File: config.mk
export PLATFORM = sky130hd
export DESIGN_NAME = pixel_addr_pipe
export DESIGN_NICKNAME = d
export VERILOG_FILES = /design/src/rtl/pxag_pkg.sv /design/src/rtl/pxag_index_stage.sv /design/src/rtl/pxag_address_stage.sv /design/src/rtl/pixel_addr_pipe.sv
export SDC_FILE = /design/constraint.sdc
export NUM_CORES = 1
export LEC_CHECK = 0
export CAP_MARGIN = 20
export CELL_PAD_IN_SITES_DETAIL_PLACEMENT = 1
export CELL_PAD_IN_SITES_GLOBAL_PLACEMENT = 1
export CORE_ASPECT_RATIO = 0.75
export CORE_MARGIN = 2
export CORE_UTILIZATION = 30
export CTS_CLUSTER_DIAMETER = 120
export DETAILED_ROUTE_END_ITERATION = 10
export PLACE_DENSITY_LB_ADDON = 0.1
export SLEW_MARGIN = 30
export SYNTH_ARGS = -nofsm -noshare
export SYNTH_HDL_FRONTEND = slang
export SYNTH_SLANG_ARGS = --single-unit
File: constraint.sdc
create_clock -name clk -period 12.58 [get_ports clk]
set_input_delay 3.774 -clock clk [delete_from_list [all_inputs] [get_ports clk]]
set_output_delay 3.774 -clock clk [all_outputs]
set_load 0.02 [all_outputs]
File: src/rtl/pxag_pkg.sv
package pxag_pkg;

    // Function code whose pixel lives in the source surface.
    localparam logic [3:0] FN_COPY = 4'd6;

    // Fixed depth-to-shift map: depth code holds depth minus one.
    function automatic logic [2:0] depth_shift(input logic [3:0] depth_code);
        case (depth_code)
            4'd0:    return 3'd4;
            4'd1:    return 3'd3;
            4'd3:    return 3'd2;
            4'd7:    return 3'd1;
            default: return 3'd0;
        endcase
    endfunction

    function automatic logic reads_source(input logic [3:0] fn);
        return fn == FN_COPY;
    endfunction

endpackage

File: src/rtl/pxag_index_stage.sv
module pxag_index_stage #(
    parameter int COORD_W = 12,
    parameter int WIDTH_W = 16,
    parameter int ADDR_W  = 20,
    parameter int COLOR_W = 8,
    parameter int IDX_W   = COORD_W + WIDTH_W + 1
) (
    input  logic               clk,
    input  logic               rst,
    input  logic               in_valid,
    input  logic [3:0]         in_func,
    input  logic [COORD_W-1:0] in_x,
    input  logic [COORD_W-1:0] in_y,
    input  logic [COLOR_W-1:0] in_color,
    input  logic [ADDR_W-1:0]  dst_base,
    input  logic [WIDTH_W-1:0] dst_width,
    input  logic [3:0]         dst_bpp,
    input  logic [ADDR_W-1:0]  src_base,
    input  logic [WIDTH_W-1:0] src_width,
    input  logic [3:0]         src_bpp,
    output logic               s1_valid,
    output logic [3:0]         s1_func,
    output logic [COLOR_W-1:0] s1_color,
    output logic [3:0]         s1_bpp,
    output logic [ADDR_W-1:0]  s1_base,
    output logic [IDX_W-1:0]   s1_index
);
    import pxag_pkg::*;

    logic               use_src;
    logic [WIDTH_W-1:0] sel_width;
    logic [ADDR_W-1:0]  sel_base;
    logic [3:0]         sel_bpp;
    logic [IDX_W-1:0]   index_next;

    // Surface select and linear index
    always_comb begin
        use_src    = reads_source(in_func);
        sel_width  = use_src ? src_width : dst_width;
        sel_base   = use_src ? src_base  : dst_base;
        sel_bpp    = use_src ? src_bpp   : dst_bpp;
        index_next = IDX_W'(in_y) * IDX_W'(sel_width) + IDX_W'(in_x);
    end

    always_ff @(posedge clk) begin
        if (rst) s1_valid <= 1'b0;
        else     s1_valid <= in_valid;
    end

    always_ff @(posedge clk) begin
        s1_func  <= in_func;
        s1_color <= in_color;
        s1_bpp   <= sel_bpp;
        s1_base  <= sel_base;
        s1_index <= index_next;
    end

endmodule

File: src/rtl/pxag_address_stage.sv
module pxag_address_stage #(
    parameter int ADDR_W  = 20,
    parameter int COLOR_W = 8,
    parameter int IDX_W   = 29,
    parameter int CMD_W   = ADDR_W + COLOR_W + 12
) (
    input  logic               clk,
    input  logic               rst,
    input  logic               s1_valid,
    input  logic [3:0]         s1_func,
    input  logic [COLOR_W-1:0] s1_color,
    input  logic [3:0]         s1_bpp,
    input  logic [ADDR_W-1:0]  s1_base,
    input  logic [IDX_W-1:0]   s1_index,
    output logic               out_valid,
    output logic [CMD_W-1:0]   out_cmd
);
    import pxag_pkg::*;

    localparam logic [ADDR_W-1:0] ALIGN_MASK = ~ADDR_W'(1);

    logic [2:0]        shamt;
    logic [ADDR_W-1:0] offset;
    logic [ADDR_W-1:0] word_addr;
    logic [3:0]        sub_pos;

    // Only registered first-stage values feed this stage
    always_comb begin
        shamt     = depth_shift(s1_bpp);
        offset    = ADDR_W'({s1_index, 1'b0} >> shamt);
        word_addr = (s1_base + offset) & ALIGN_MASK;
        sub_pos   = s1_index[3:0];
    end

    always_ff @(posedge clk) begin
        if (rst) out_valid <= 1'b0;
        else     out_valid <= s1_valid;
    end

    always_ff @(posedge clk) begin
        out_cmd <= {s1_func, s1_color, s1_bpp, sub_pos, word_addr};
    end

    // emitted addresses are word aligned
    p_word_aligned_r2: assert property (@(posedge clk) disable iff (rst)
        out_valid |-> (out_cmd[0] == 1'b0));

endmodule

File: src/rtl/pixel_addr_pipe.sv
module pixel_addr_pipe #(
    parameter int COORD_W = 12,
    parameter int WIDTH_W = 16,
    parameter int ADDR_W  = 20,
    parameter int COLOR_W = 8
) (
    input  logic                          clk,
    input  logic                          rst,
    input  logic                          in_valid,
    input  logic [3:0]                    in_func,
    input  logic [COORD_W-1:0]            in_x,
    input  logic [COORD_W-1:0]            in_y,
    input  logic [COLOR_W-1:0]            in_color,
    input  logic [ADDR_W-1:0]             dst_base,
    input  logic [WIDTH_W-1:0]            dst_width,
    input  logic [3:0]                    dst_bpp,
    input  logic [ADDR_W-1:0]             src_base,
    input  logic [WIDTH_W-1:0]            src_width,
    input  logic [3:0]                    src_bpp,
    output logic                          out_valid,
    output logic [ADDR_W+COLOR_W+11:0]    out_cmd
);
    localparam int IDX_W     = COORD_W + WIDTH_W + 1;
    localparam int CMD_W     = ADDR_W + COLOR_W + 12;
    localparam int COLOR_LSB = ADDR_W + 8;
    localparam int FUNC_LSB  = ADDR_W + 8 + COLOR_W;

    logic               s1_valid;
    logic [3:0]         s1_func;
    logic [COLOR_W-1:0] s1_color;
    logic [3:0]         s1_bpp;
    logic [ADDR_W-1:0]  s1_base;
    logic [IDX_W-1:0]   s1_index;

    pxag_index_stage #(
        .COORD_W(COORD_W), .WIDTH_W(WIDTH_W), .ADDR_W(ADDR_W),
        .COLOR_W(COLOR_W), .IDX_W(IDX_W)
    ) u_index (
        .clk(clk), .rst(rst),
        .in_valid(in_valid), .in_func(in_func), .in_x(in_x), .in_y(in_y),
        .in_color(in_color),
        .dst_base(dst_base), .dst_width(dst_width), .dst_bpp(dst_bpp),
        .src_base(src_base), .src_width(src_width), .src_bpp(src_bpp),
        .s1_valid(s1_valid), .s1_func(s1_func), .s1_color(s1_color),
        .s1_bpp(s1_bpp), .s1_base(s1_base), .s1_index(s1_index)
    );

    pxag_address_stage #(
        .ADDR_W(ADDR_W), .COLOR_W(COLOR_W), .IDX_W(IDX_W), .CMD_W(CMD_W)
    ) u_address (
        .clk(clk), .rst(rst),
        .s1_valid(s1_valid), .s1_func(s1_func), .s1_color(s1_color),
        .s1_bpp(s1_bpp), .s1_base(s1_base), .s1_index(s1_index),
        .out_valid(out_valid), .out_cmd(out_cmd)
    );

    // Edges since reset, saturating at 2, so $past never reaches into reset
    logic [1:0] warm;
    always_ff @(posedge clk) begin
        if (rst)               warm <= 2'd0;
        else if (warm != 2'd2) warm <= warm + 2'd1;
    end

    // two-clock latency of the valid flag
    p_latency_r6: assert property (@(posedge clk) disable iff (rst)
        (warm == 2'd2) |-> (out_valid == $past(in_valid, 2)));

    // function and colour emerge unchanged with their result
    p_func_carry_r7: assert property (@(posedge clk) disable iff (rst)
        (warm == 2'd2 && out_valid) |->
            (out_cmd[FUNC_LSB+3:FUNC_LSB] == $past(in_func, 2)));

    p_color_carry_r7: assert property (@(posedge clk) disable iff (rst)
        (warm == 2'd2 && out_valid) |->
            (out_cmd[COLOR_LSB+COLOR_W-1:COLOR_LSB] == $past(in_color, 2)));

    // nothing emerges in the first clocks after reset
    p_reset_quiet_r9: assert property (@(posedge clk) disable iff (rst)
        (warm == 2'd0) |-> !out_valid);

endmodule

==> results of run 1 <==
==> state kept, by name, indices dropped and copies added (netlist names) <==
register             flops
u_address.out_cmd       39
u_index.s1_index        23
u_index.s1_base         20
u_index.s1_color         8
u_index.s1_bpp           4
u_index.s1_func          4
u_address.out_valid      1
u_index.s1_valid         1
==> worst register-to-register path: stages (launching register included) <==
cell and delay, ns:
dfxtp_1 0.54, xnor2_1 0.12, nand3b_1 0.09, buf_4 0.33, mux2i_1 0.30, mux2i_1 0.15
mux2_2 0.32, ha_1 0.32, a21oi_1 0.21, o21ai_0 0.26, o221ai_1 0.46, a211oi_1 0.21
o31ai_1 0.48, o21bai_1 0.11, a21oi_1 0.18, xnor2_1 0.15
==> path summary, 6_finish.rpt <==
path	start	to	slack, ns	cells past startpoint
hold reg to reg	u_index.s1_func[1]	u_address.out_cmd[37]	0.33	0
setup reg to reg	u_index.s1_bpp[1]	u_address.out_cmd[18]	8.28	15
hold / removal	u_index.s1_func[1]	u_address.out_cmd[37]	0.33	0
setup / recovery	in_func[1]	u_index.s1_index[20]	2.13	22
==> metal layers <==
layer  vias to the layer above  track usage, %  routed length, µm
met1                      3710            23.1              13700
met3                        10            2.91                862
met4                         0            1.74                148
li1                       3587               -                  -
met2                       101            27.0              12500
met5                         -               0                  0
==> cell usage in the layout, fill, tap and decap left out, types with 7 or more instances in the layout <==
cell,netlist,layout
nor3_1,7,7
clkdlybuf4s50_1,0,158
inv_1,209,209
o21a_1,8,8
mux2_2,55,55
fa_1,147,147
dfxtp_1,100,100
mux2i_1,35,35
o21ai_0,13,13
and2_1,96,96
clkbuf_16,0,9
ha_1,78,78
nand2_1,120,120
a21o_1,14,14
nor2_1,23,23
a21oi_1,28,28
xnor2_1,25,25
==> per-stage QoR <==
| step | hold WS, ns | setup WS [ns] | util (%) |
|---|---|---|---|
| CTS | 0.330 | 2.09 | 37.4 |
| detailed placement | 0.313 | 1.75 | 36.5 |
| finish | 0.329 | 2.13 | 37.4 |
| floorplan | 0.310 | 2.67 | - |
| global placement | 0.310 | 1.50 | 36.5 |
| global route | 0.340 | 1.68 | 37.4 |
==> final cells by class <==
cell class	count	area, µm²	area share [%]
multi-input cells	719	7210	57.8
flip-flops and latches	100	2000	16.0
repair buffers	164	1630	13.0
inverters	209	785	6.29
well taps	450	563	4.51
clock buffers	9	225	1.81
clock inverters	7	68.8	0.552
==> power breakdown <==
| group | internal (mW) | switching (mW) | leakage (nW) | total, mW |
|---|---|---|---|---|
| Combinational | 1.04 | 1.30 | 4.85 | 2.34 |
| Sequential | 0.434 | 0.0380 | 0.844 | 0.472 |
| Clock | 0.139 | 0.128 | 0.137 | 0.267 |
==> cell families (layout without fill, tap and decap cells) <==
logic type | Yosys count | count (layout) | share of synthesized area (%)
flip-flops | 100 | 100 | 19.8
buffers and inverters | 249 | 389 | 9.28
AND/OR/NAND/NOR | 277 | 277 | 13.5
AO/OA/AOI/OAI | 94 | 94 | 6.17
other | 1 | 1 | 0.0371
multiplexers | 91 | 91 | 9.80
XOR/XNOR | 31 | 31 | 2.68
adder cells (fa/ha/maj) | 225 | 225 | 38.7
==> metrics, run 1 <==
CP max stage cell nor4bb_4; Clock Skew 0.00737 ns; most frequent cell on the critical path fa_1; initial antenna violation count 0; critical path launch point type primary input; GRT overflow 0; drt first-iter violations a little under 200; RSZ-0062 raised after global routing false; die width 216 µm; Syn Nets 1412; YS warnings 0; Post-route DRC 0; Seq cells post-synth 100; CTS resizes 0; gpl congestion ~0.80; Vias/cell between 4 and 5; max-cap viol count 0; crit path buf inv count 6; Starting Density between 30% and 40%; Synth top area share 29.1%; TritonCTS Sinks 100; layout cells sized above 1 under 10%; Max FO, Critical Path 12; Clock Latency Late Sink 0.35 ns; CTS Hold Bufs 0; first-pass GRT wire length 45.1 mm; core area 33400 µm²; synth top area cells fa_1, dfxtp_1, ha_1; total power between 3 and 4 mW; Post-synth top cells inv_1, fa_1, nand2_1; cell area after layout between 10000 and 15000 µm²; setup violators final 0; Final Hold Fails 0; Setup Crit Path Kind in -> reg; required time worst endpoint 12.81 ns; Post-Synthesis Cells about 1100; Ant. Diodes 0; Mapped Area 10100 µm²; Detail Route Antenna Nets 0; CTS tree done; Slew @ Worst Pin between 0.8 and 0.9 ns; H-tree depth 3; setup bufs post-CTS 0; largest net degree at the start of global routing 28; placed wire-length estimate ~23 mm; vias in the first global route just over 8000; arrival time at the worst endpoint 10.68 ns; Total Routing Usage GR around 16%; most common cell in the netlist inv_1; IO Count 160; Slew HR slightly above 40%; number of synthesized flops with an enable pin 0; power density cells approximately 250 nW/µm²; final std cells w/o fill between 1500 and 2000; Placed Area around 12000 µm²; average wire per standard cell 16.4 µm; Fin Setup TNS 0 ns; period utilisation layout roughly 83%; Synth area leader fa_1; Max Freq roughly 96 MHz; fin. max-slew vios 0; PortBufs around 160; FILL cells between 3000 and 4000; Most used DFF post-synth dfxtp_1; First-pass DRT Iterations 4; DIE AREA 35200 µm²; CTS root buf clkbuf_16; P_leak 5.83 nW; Worst Hold Class reg -> reg; critical path, cell by cell clkdlybuf4s50_1 -> nor4bb_4 -> buf_4 -> mux2_2 -> and2_1 -> fa_1 -> inv_1 -> fa_1 -> inv_1 -> fa_1 -> inv_1 -> fa_1 -> fa_1 -> inv_1 -> ha_1 -> and3_1 -> nand2_1 -> o21ai_0 -> o21ai_0 -> a21boi_0 -> a311oi_1 -> xnor2_1; Nets roughly 1500; # rows just under 60; number of buffers created by CTS 9; Bufs on Longest Clock Path 2; Synth Area per Inst between 9 and 10 µm²; CP peak stage delay 0.60 ns; area delta synth->final 23.3%; Netlist cell types between 50 and 60; Seq/Total Area, Yosys between 10% and 20%; delay-heaviest family, CP adder cells; Post-synth ARST share 0%; outcome completed; Final min period ~10 ns; DIE HEIGHT 163 µm; dpl cells around 1600; vias around 7400; Routed WL around 27 mm; Reg clk slew, reported paths roughly 0.070 ns; crit end category flop; peak supply drop between 0.00015 and 0.0002 V
Power figures use the tool's default switching activity.
==> run 2: changes to the inputs <==
- clock period: 12.58 -> 8.75 ns (I/O delays scaled with it)
==> run 2 against run 1 <==
Register-to-register slack lost 3.7 ns. Clock power grew 42%. Wire length grew 4.7%. Combinational power grew 69%. Worst setup slack lost 1.9 ns. Critical path depth grew 2. Global-route usage grew 0.73 points. Sequential cell count is the same. Final area grew 6.1%. Largest power group unchanged.
==> metrics, run 2 (synthesized netlist as in run 1, its figures left out) <==
outcome completed (unchanged); GRT overflow 0 (unchanged); Reg2Reg Setup Slack 4.53 ns (was 8.28 ns); required time worst endpoint 8.99 ns (was 12.81 ns); setup violators final 0 (unchanged); power density cells 378 nW/µm² (was 247 nW/µm²); Post-route DRC 0 (unchanged); IO Count 160 (unchanged); Setup Crit Path Kind in -> reg (unchanged); Placed Area 12800 µm² (was 12200 µm²); Worst Hold Class reg -> reg (unchanged); area delta synth->final 30.8% (was 23.3%); Fin Setup TNS 0 ns (unchanged); layout cells sized above 1 14.0% (was 7.12%); DIE AREA 35200 µm² (unchanged); CTS root buf clkbuf_16 (unchanged); Multi-input gate area 7240 µm² (was 7210 µm²); largest net degree at the start of global routing 23 (was 28); R2R depth 15 (unchanged); core area 33400 µm² (unchanged); cell area after layout 13200 µm² (was 12500 µm²); vias in the first global route 8635 (was 8222); Clock Latency Late Sink 0.35 ns (about the same); Critical path origin in_func[2] (was in_func[1]); Clock Skew 0.00912 ns (was 0.00737 ns); crit path buf inv count 8 (was 6); period utilisation layout ~97%; gpl congestion 0.796 (was 0.797); critical path, cell by cell clkdlybuf4s50_1 -> nor4bb_4 -> buf_6 -> buf_12 -> clkbuf_16 -> mux2_2 -> buf_4 -> buf_4 -> and2_1 -> fa_1 -> fa_1 -> fa_1 -> fa_1 -> inv_1 -> fa_1 -> inv_1 -> ha_1 -> a21o_1 -> a21o_1 -> a2111o_1 -> o21a_1 -> a21o_1 -> a211oi_1 -> nor2_1 (was clkdlybuf4s50_1 -> nor4bb_4 -> buf_4 -> mux2_2 -> and2_1 -> fa_1 -> inv_1 -> fa_1 -> inv_1 -> fa_1 -> inv_1 -> fa_1 -> fa_1 -> inv_1 -> ha_1 -> and3_1 -> nand2_1 -> o21ai_0 -> o21ai_0 -> a21boi_0 -> a311oi_1 -> xnor2_1); FILL cells 3808 (was 3875); number of flip-flops in the largest register 39 (unchanged); # rows 58 (unchanged); first-pass GRT wire length 47.0 mm (was 45.1 mm); FF-to-FF End u_address.out_cmd[18] (unchanged); placed wire-length estimate 24.9 mm (was 22.8 mm); die width 216 µm (unchanged); Reg area 2000 µm² (unchanged); number of buffers created by CTS 9 (unchanged); Final min period around 8.5 ns; Final Hold Fails 0 (unchanged); Routed WL 28.5 mm (was 27.2 mm); Total Routing Usage GR 17.1% (was 16.4%); First-pass DRT Iterations 4 (unchanged); crit end category flop (unchanged); vias 7737 (was 7408); P_leak 6.34 nW (was 5.83 nW); most common cell after layout, fill and taps aside inv_1 (unchanged); largest reg by FF count u_address.out_cmd (unchanged); CP max stage cell fa_1 (was nor4bb_4); critical hold path startpoint u_index.s1_color[0] (was u_index.s1_func[1]); H-tree depth 3 (unchanged); CP peak stage delay 0.52 ns (was 0.60 ns); Bufs on Longest Clock Path 2 (unchanged); initial antenna violation count 2 (was 0); Hold Path End u_address.out_cmd[28] (was u_address.out_cmd[37]); arrival time at the worst endpoint 8.74 ns (was 10.68 ns); most frequent cells in the layout inv_1, clkdlybuf4s50_1, fa_1 (unchanged); Reg clk slew, reported paths 0.07 ns (about the same); Hold Path Stages 0 (unchanged); Slew HR 58.8% (was 41.0%); Max FO, Critical Path 6 (was 12); total power 5.01 mW (was 3.08 mW); fin. max-slew vios 0 (unchanged); PortBufs 158 (unchanged); CTS Hold Bufs 0 (unchanged); average wire per standard cell 16.3 µm (was 16.4 µm); delay-heaviest family, CP adder cells (unchanged); drt first-iter violations 205 (was 196); Slew @ Worst Pin 0.617 ns (was 0.883 ns); critical path launch point type primary input (unchanged); Detail Route Antenna Nets 0 (unchanged); Nets 1640 (was 1547); Ant. Diodes 0 (unchanged); peak supply drop 0.000272 V (was 0.000192 V); Vias/cell 4.42 (was 4.47); WHS 0.329 ns (about the same); CTS tree done (unchanged); most frequent cell on the critical path fa_1 (unchanged); Starting Density 30.3% (unchanged); TritonCTS Sinks 100 (unchanged); origin of the critical flop-to-flop path u_index.s1_bpp[1] (unchanged); Max Freq ~120 MHz; DIE HEIGHT 163 µm (unchanged); Regs by FF count u_address.out_cmd x39, u_index.s1_index x23, u_index.s1_base x20 (unchanged); max-cap viol count 0 (unchanged)
==> run 2: changes by cell type in the layout (fill, tap and decap cells not counted), moves of 2 or more <==
| cell | previous run | this run |
|---|---|---|
| buf_4 | 6 | 95 |
| mux2_2 | 55 | 52 |
| mux2_4 | 0 | 3 |
| buf_12 | 0 | 2 |
| clkinv_4 | 1 | 3 |
| clkinvlp_4 | 2 | 0 |
| o21ai_0 | 13 | 11 |
| o21ai_2 | 1 | 3 |
==> run 2: how the worst max path moves through the flow <==
| stage | slack, ns | cells after the start | end |
|---|---|---|---|
| final | 0.25 | 24 | u_index.s1_index[21] |
| after global routing | -0.02 | 24 | u_index.s1_index[20] |
| after CTS | 0.02 | 23 | u_index.s1_index[22] |
| after detailed placement | -0.31 | 22 | u_index.s1_index[20] |
| after global placement | -0.22 | 23 | u_index.s1_index[22] |
| after floorplan | 0.0006 | 22 | u_index.s1_index[21] |
==> run 2: layout make-up <==
class,count,share of cell area [%]
tap,450,4.25
sequential,100,15.1
timing repair buffer,257,17.9
clock buffer,9,1.70
clock inverter,6,0.416
inverter,209,5.93
multi-input combinational,719,54.7
==> run 2: metal layers <==
metal  global-route usage (%)  up-vias  part of all wire (%)
li1                         -     3769                     -
met1                     24.5     3858                    50
met2                     28.4      100                    46
met3                     2.46       10                   3.5
met4                     1.68        0                  0.37
met5                        0        -                     0
==> run 2: worst reg2reg max path, delay by kind of cell, from the launching register on <==
kind | cells | cell delay, ns
AO/OA/AOI/OAI | 6 | 1.65
XOR/XNOR | 2 | 0.27
buffers and inverters | 1 | 0.33
flip-flops | 1 | 0.55
adder cells (fa/ha/maj) | 1 | 0.33
AND/OR/NAND/NOR | 2 | 0.19
multiplexers | 3 | 0.80
==> run 2: what timing repair did <==
| action | 4_1_cts | 5_1_grt |
|---|---|---|
| resized for setup | 0 | 12 |
| setup endpoints to repair | 0 | 6 |
| setup buffers | 0 | 7 |
==> run 2: power by group <==
group	internal, mW	switching, mW	total, mW
Combinational	2.01	1.94	3.95
Clock	0.197	0.182	0.378
Sequential	0.624	0.0553	0.679
==> run 2: metrics by stage <==
stage | util (%) | worst slack [ns] | cells
global route | 39.7 | -0.0215 | 1750
finish | 39.7 | 0.250 | 1750
global placement | 38.4 | -0.215 | 1727
floorplan | - | 0.000618 | 1068
CTS | 39.3 | 0.0197 | 1742
detailed placement | 38.4 | -0.313 | 1727
==> run 3: changes to the inputs <==
- CORE_UTILIZATION: 30 -> 39
- SYNTH_HIERARCHICAL: unset -> 1
==> run 3 against run 2 <==
Clock skew decreased by 0.00082 ns. Cell count decreased by 6.5%. Die area decreased by 19%. Utilization increased by 8.3 points. Worst setup slack improved by 0.37 ns. Global-route usage increased by 2.9 points. Synthesized cell count increased by 6.3%. Worst hold slack got worse by 0.0015 ns. Count of clock-buffer cells in the layout increased by 1. Sequential share of layout area increased by 0.61 points.
==> metrics, run 3 <==
clock power share 8.2% (was 7.6%); total power 5.11 mW (was 5.01 mW); average wire per standard cell 16.0 µm (was 16.3 µm); setup violators final 0 (unchanged); Vias/cell 4.77 (was 4.42); vias 7804 (was 7737); TritonCTS Sinks 101 (was 100); vias in the first global route 8853 (was 8635); cell area after layout 12900 µm² (was 13200 µm²); Syn Nets 1485 (was 1412); drt first-iter violations 282 (was 205); WHS 0.328 ns (was 0.329 ns); CTS root buf clkbuf_16 (unchanged); H-tree depth 3 (unchanged); initial antenna violation count 1 (was 2); origin of the critical flop-to-flop path u_index/s1_bpp[3] (was u_index.s1_bpp[1]); # rows 52 (was 58); Worst Hold Class reg -> reg (unchanged); gpl congestion 0.796 (about the same); YS warnings 6 (was 0); placed wire-length estimate 21.8 mm (was 24.9 mm); critical path capture point u_index/s1_index[23] (was u_index.s1_index[21]); Post-route DRC 0 (unchanged); Starting Density 39.3% (was 30.3%); Routed WL 26.2 mm (was 28.5 mm); arrival time at the worst endpoint 8.41 ns (was 8.74 ns); core area 26800 µm² (was 33400 µm²); largest reg by FF count u_address/out_cmd (was u_address.out_cmd); Total Routing Usage GR 19.9% (was 17.1%); Mapped Area 10500 µm² (was 10100 µm²); number of flip-flops in the largest register 39 (unchanged); Clock Latency Late Sink 0.35 ns (about the same); internal power 2.67 mW (was 2.84 mW); die width 194 µm (was 216 µm); CTS tree done (unchanged); register share of total power 13.5% (was 13.6%); CTS resizes 0 (unchanged); Final Hold Fails 0 (unchanged); met2 Track Usage GR 33.2% (was 28.4%); DIE AREA 28400 µm² (was 35200 µm²); FF-to-FF End u_address/out_cmd[18] (was u_address.out_cmd[18]); switching share of power 47.8% (was 43.4%); Final min period 8.13 ns (was 8.50 ns); Sw Pwr 2.44 mW (was 2.17 mW); max-cap viol count 0 (unchanged); most common cell after layout, fill and taps aside inv_1 (unchanged); Fin Setup TNS 0 ns (unchanged); power density cells 398 nW/µm² (was 378 nW/µm²); PortBufs 158 (unchanged); Slew HR 45.2% (was 58.8%); Detail Route Antenna Nets 0 (unchanged); area delta synth->final 22.0% (was 30.8%); Post-Synthesis Cells 1135 (was 1068); combinational fraction of design power 78.3% (was 78.9%); final std cells w/o fill 1637 (was 1750); most frequent cells in the layout inv_1, nand2_1, clkdlybuf4s50_1 (was inv_1, clkdlybuf4s50_1, fa_1); dpl cells 1621 (was 1727); Max Freq 123 MHz (was 118 MHz); CP peak stage delay 0.54 ns (was 0.52 ns); Reg clk slew, reported paths 0.07 ns (about the same); RSZ-0062 raised after global routing false; number of buffers created by CTS 9 (unchanged); Bufs on Longest Clock Path 2 (unchanged); Max FO, Critical Path 20 (was 6); Ant. Diodes 0 (unchanged); Slew @ Worst Pin 0.820 ns (was 0.617 ns); Regs by FF count u_address/out_cmd x39, u_index/s1_index x24, u_index/s1_base x20 (was u_address.out_cmd x39, u_index.s1_index x23, u_index.s1_base x20); First-pass DRT Iterations 4 (unchanged); Placed Area 12500 µm² (was 12800 µm²); met3 Usage GRT 3.53% (was 2.46%); busiest grt layer met2 (unchanged); CP max stage cell fa_1 (unchanged); crit end category flop (unchanged); setup bufs post-CTS 0 (unchanged); largest net degree at the start of global routing 26 (was 23); required time worst endpoint 9.03 ns (was 8.99 ns); GRT overflow 0 (unchanged); peak supply drop 0.000366 V (was 0.000272 V); global routing usage on met1 28.3% (was 24.5%); critical path launch point type primary input (unchanged); Clock Skew 0.00830 ns (was 0.00912 ns); P_leak 6.04 nW (was 6.34 nW); first-pass GRT wire length 45.8 mm (was 47.0 mm); layout cells sized above 1 8.24% (was 14.0%); outcome completed (unchanged); critical path, cell by cell clkdlybuf4s50_1 -> and4bb_2 -> buf_12 -> mux2_2 -> and2_1 -> fa_1 -> inv_1 -> fa_1 -> inv_1 -> fa_1 -> fa_1 -> inv_1 -> fa_1 -> inv_1 -> ha_1 -> a21oi_4 -> inv_2 -> a2111oi_4 -> o21ai_2 -> a311oi_2 -> xnor2_1 (was clkdlybuf4s50_1 -> nor4bb_4 -> buf_6 -> buf_12 -> clkbuf_16 -> mux2_2 -> buf_4 -> buf_4 -> and2_1 -> fa_1 -> fa_1 -> fa_1 -> fa_1 -> inv_1 -> fa_1 -> inv_1 -> ha_1 -> a21o_1 -> a21o_1 -> a2111o_1 -> o21a_1 -> a21o_1 -> a211oi_1 -> nor2_1); DIE HEIGHT 146 µm (was 163 µm); R2R depth 15 (unchanged); Nets 1631 (was 1640); Setup Crit Path Kind in -> reg (unchanged); fin. max-slew vios 0 (unchanged); most frequent cell on the critical path fa_1 (unchanged); IO Count 160 (unchanged); Critical path origin in_func[1] (was in_func[2]); period utilisation layout 92.9% (was 97.1%); CTS Hold Bufs 0 (unchanged); Synth Area per Inst 9.29 µm² (was 9.48 µm²); Reg2Reg Setup Slack 4.85 ns (was 4.53 ns)
run 3: worst max-delay path, delay by kind of cell:
kind	cells	cell delay [ns]
AOI/OAI and AO/OA	4	0.90
and+or+nand+nor	2	0.48
buffers and inverters	7	0.94
adders and majority gates	6	2.82
xor gates and xnor gates	1	0.15
muxes	1	0.47
run 3: power by group through the flow:
stage	Clock, mW	Sequential (mW)	Combinational (mW)
global placement	0	0.699	3.98
finish	0.419	0.690	4.00
floorplan	0	0.756	2.87
CTS	0.432	0.692	4.08
global route	0.451	0.705	4.62
detailed placement	0	0.700	4.03
run 3: metal layers:
layer	wire length (µm)	part of all wire, %
met4	64	0.24
met5	0	0
met2	12100	46
met1	13100	50
met3	923	3.5
run 3: area by class of cell:
| cell class | instances | area (µm²) |
|---|---|---|
| well taps | 351 | 439 |
| clock inverters | 6 | 77.6 |
| fillers | 3087 | 13900 |
| clock buffers | 10 | 239 |
| repair buffers | 185 | 1800 |
| inverters | 200 | 751 |
| multi-input cells | 784 | 7530 |
| flip-flops and latches | 101 | 2020 |
run 3: worst min path at each step:
stage | start | end | slack (ns) | depth (start not counted)
floorplan | u_index/s1_color[0] | u_address/out_cmd[28] | 0.31 | 0
global route | u_index/s1_color[2] | u_address/out_cmd[30] | 0.33 | 0
global placement | u_index/s1_color[0] | u_address/out_cmd[28] | 0.31 | 0
CTS | u_index/s1_color[2] | u_address/out_cmd[30] | 0.33 | 0
finish | u_index/s1_color[2] | u_address/out_cmd[30] | 0.33 | 0
detailed placement | u_index/s1_color[6] | u_address/out_cmd[34] | 0.31 | 0
run 3: metrics by stage:
stage	util [%]	setup WS, ns
finish	48.0	0.621
global route	48.0	0.271
global placement	46.8	0.324
floorplan	-	0.885
detailed placement	46.8	0.240
CTS	48.0	0.603
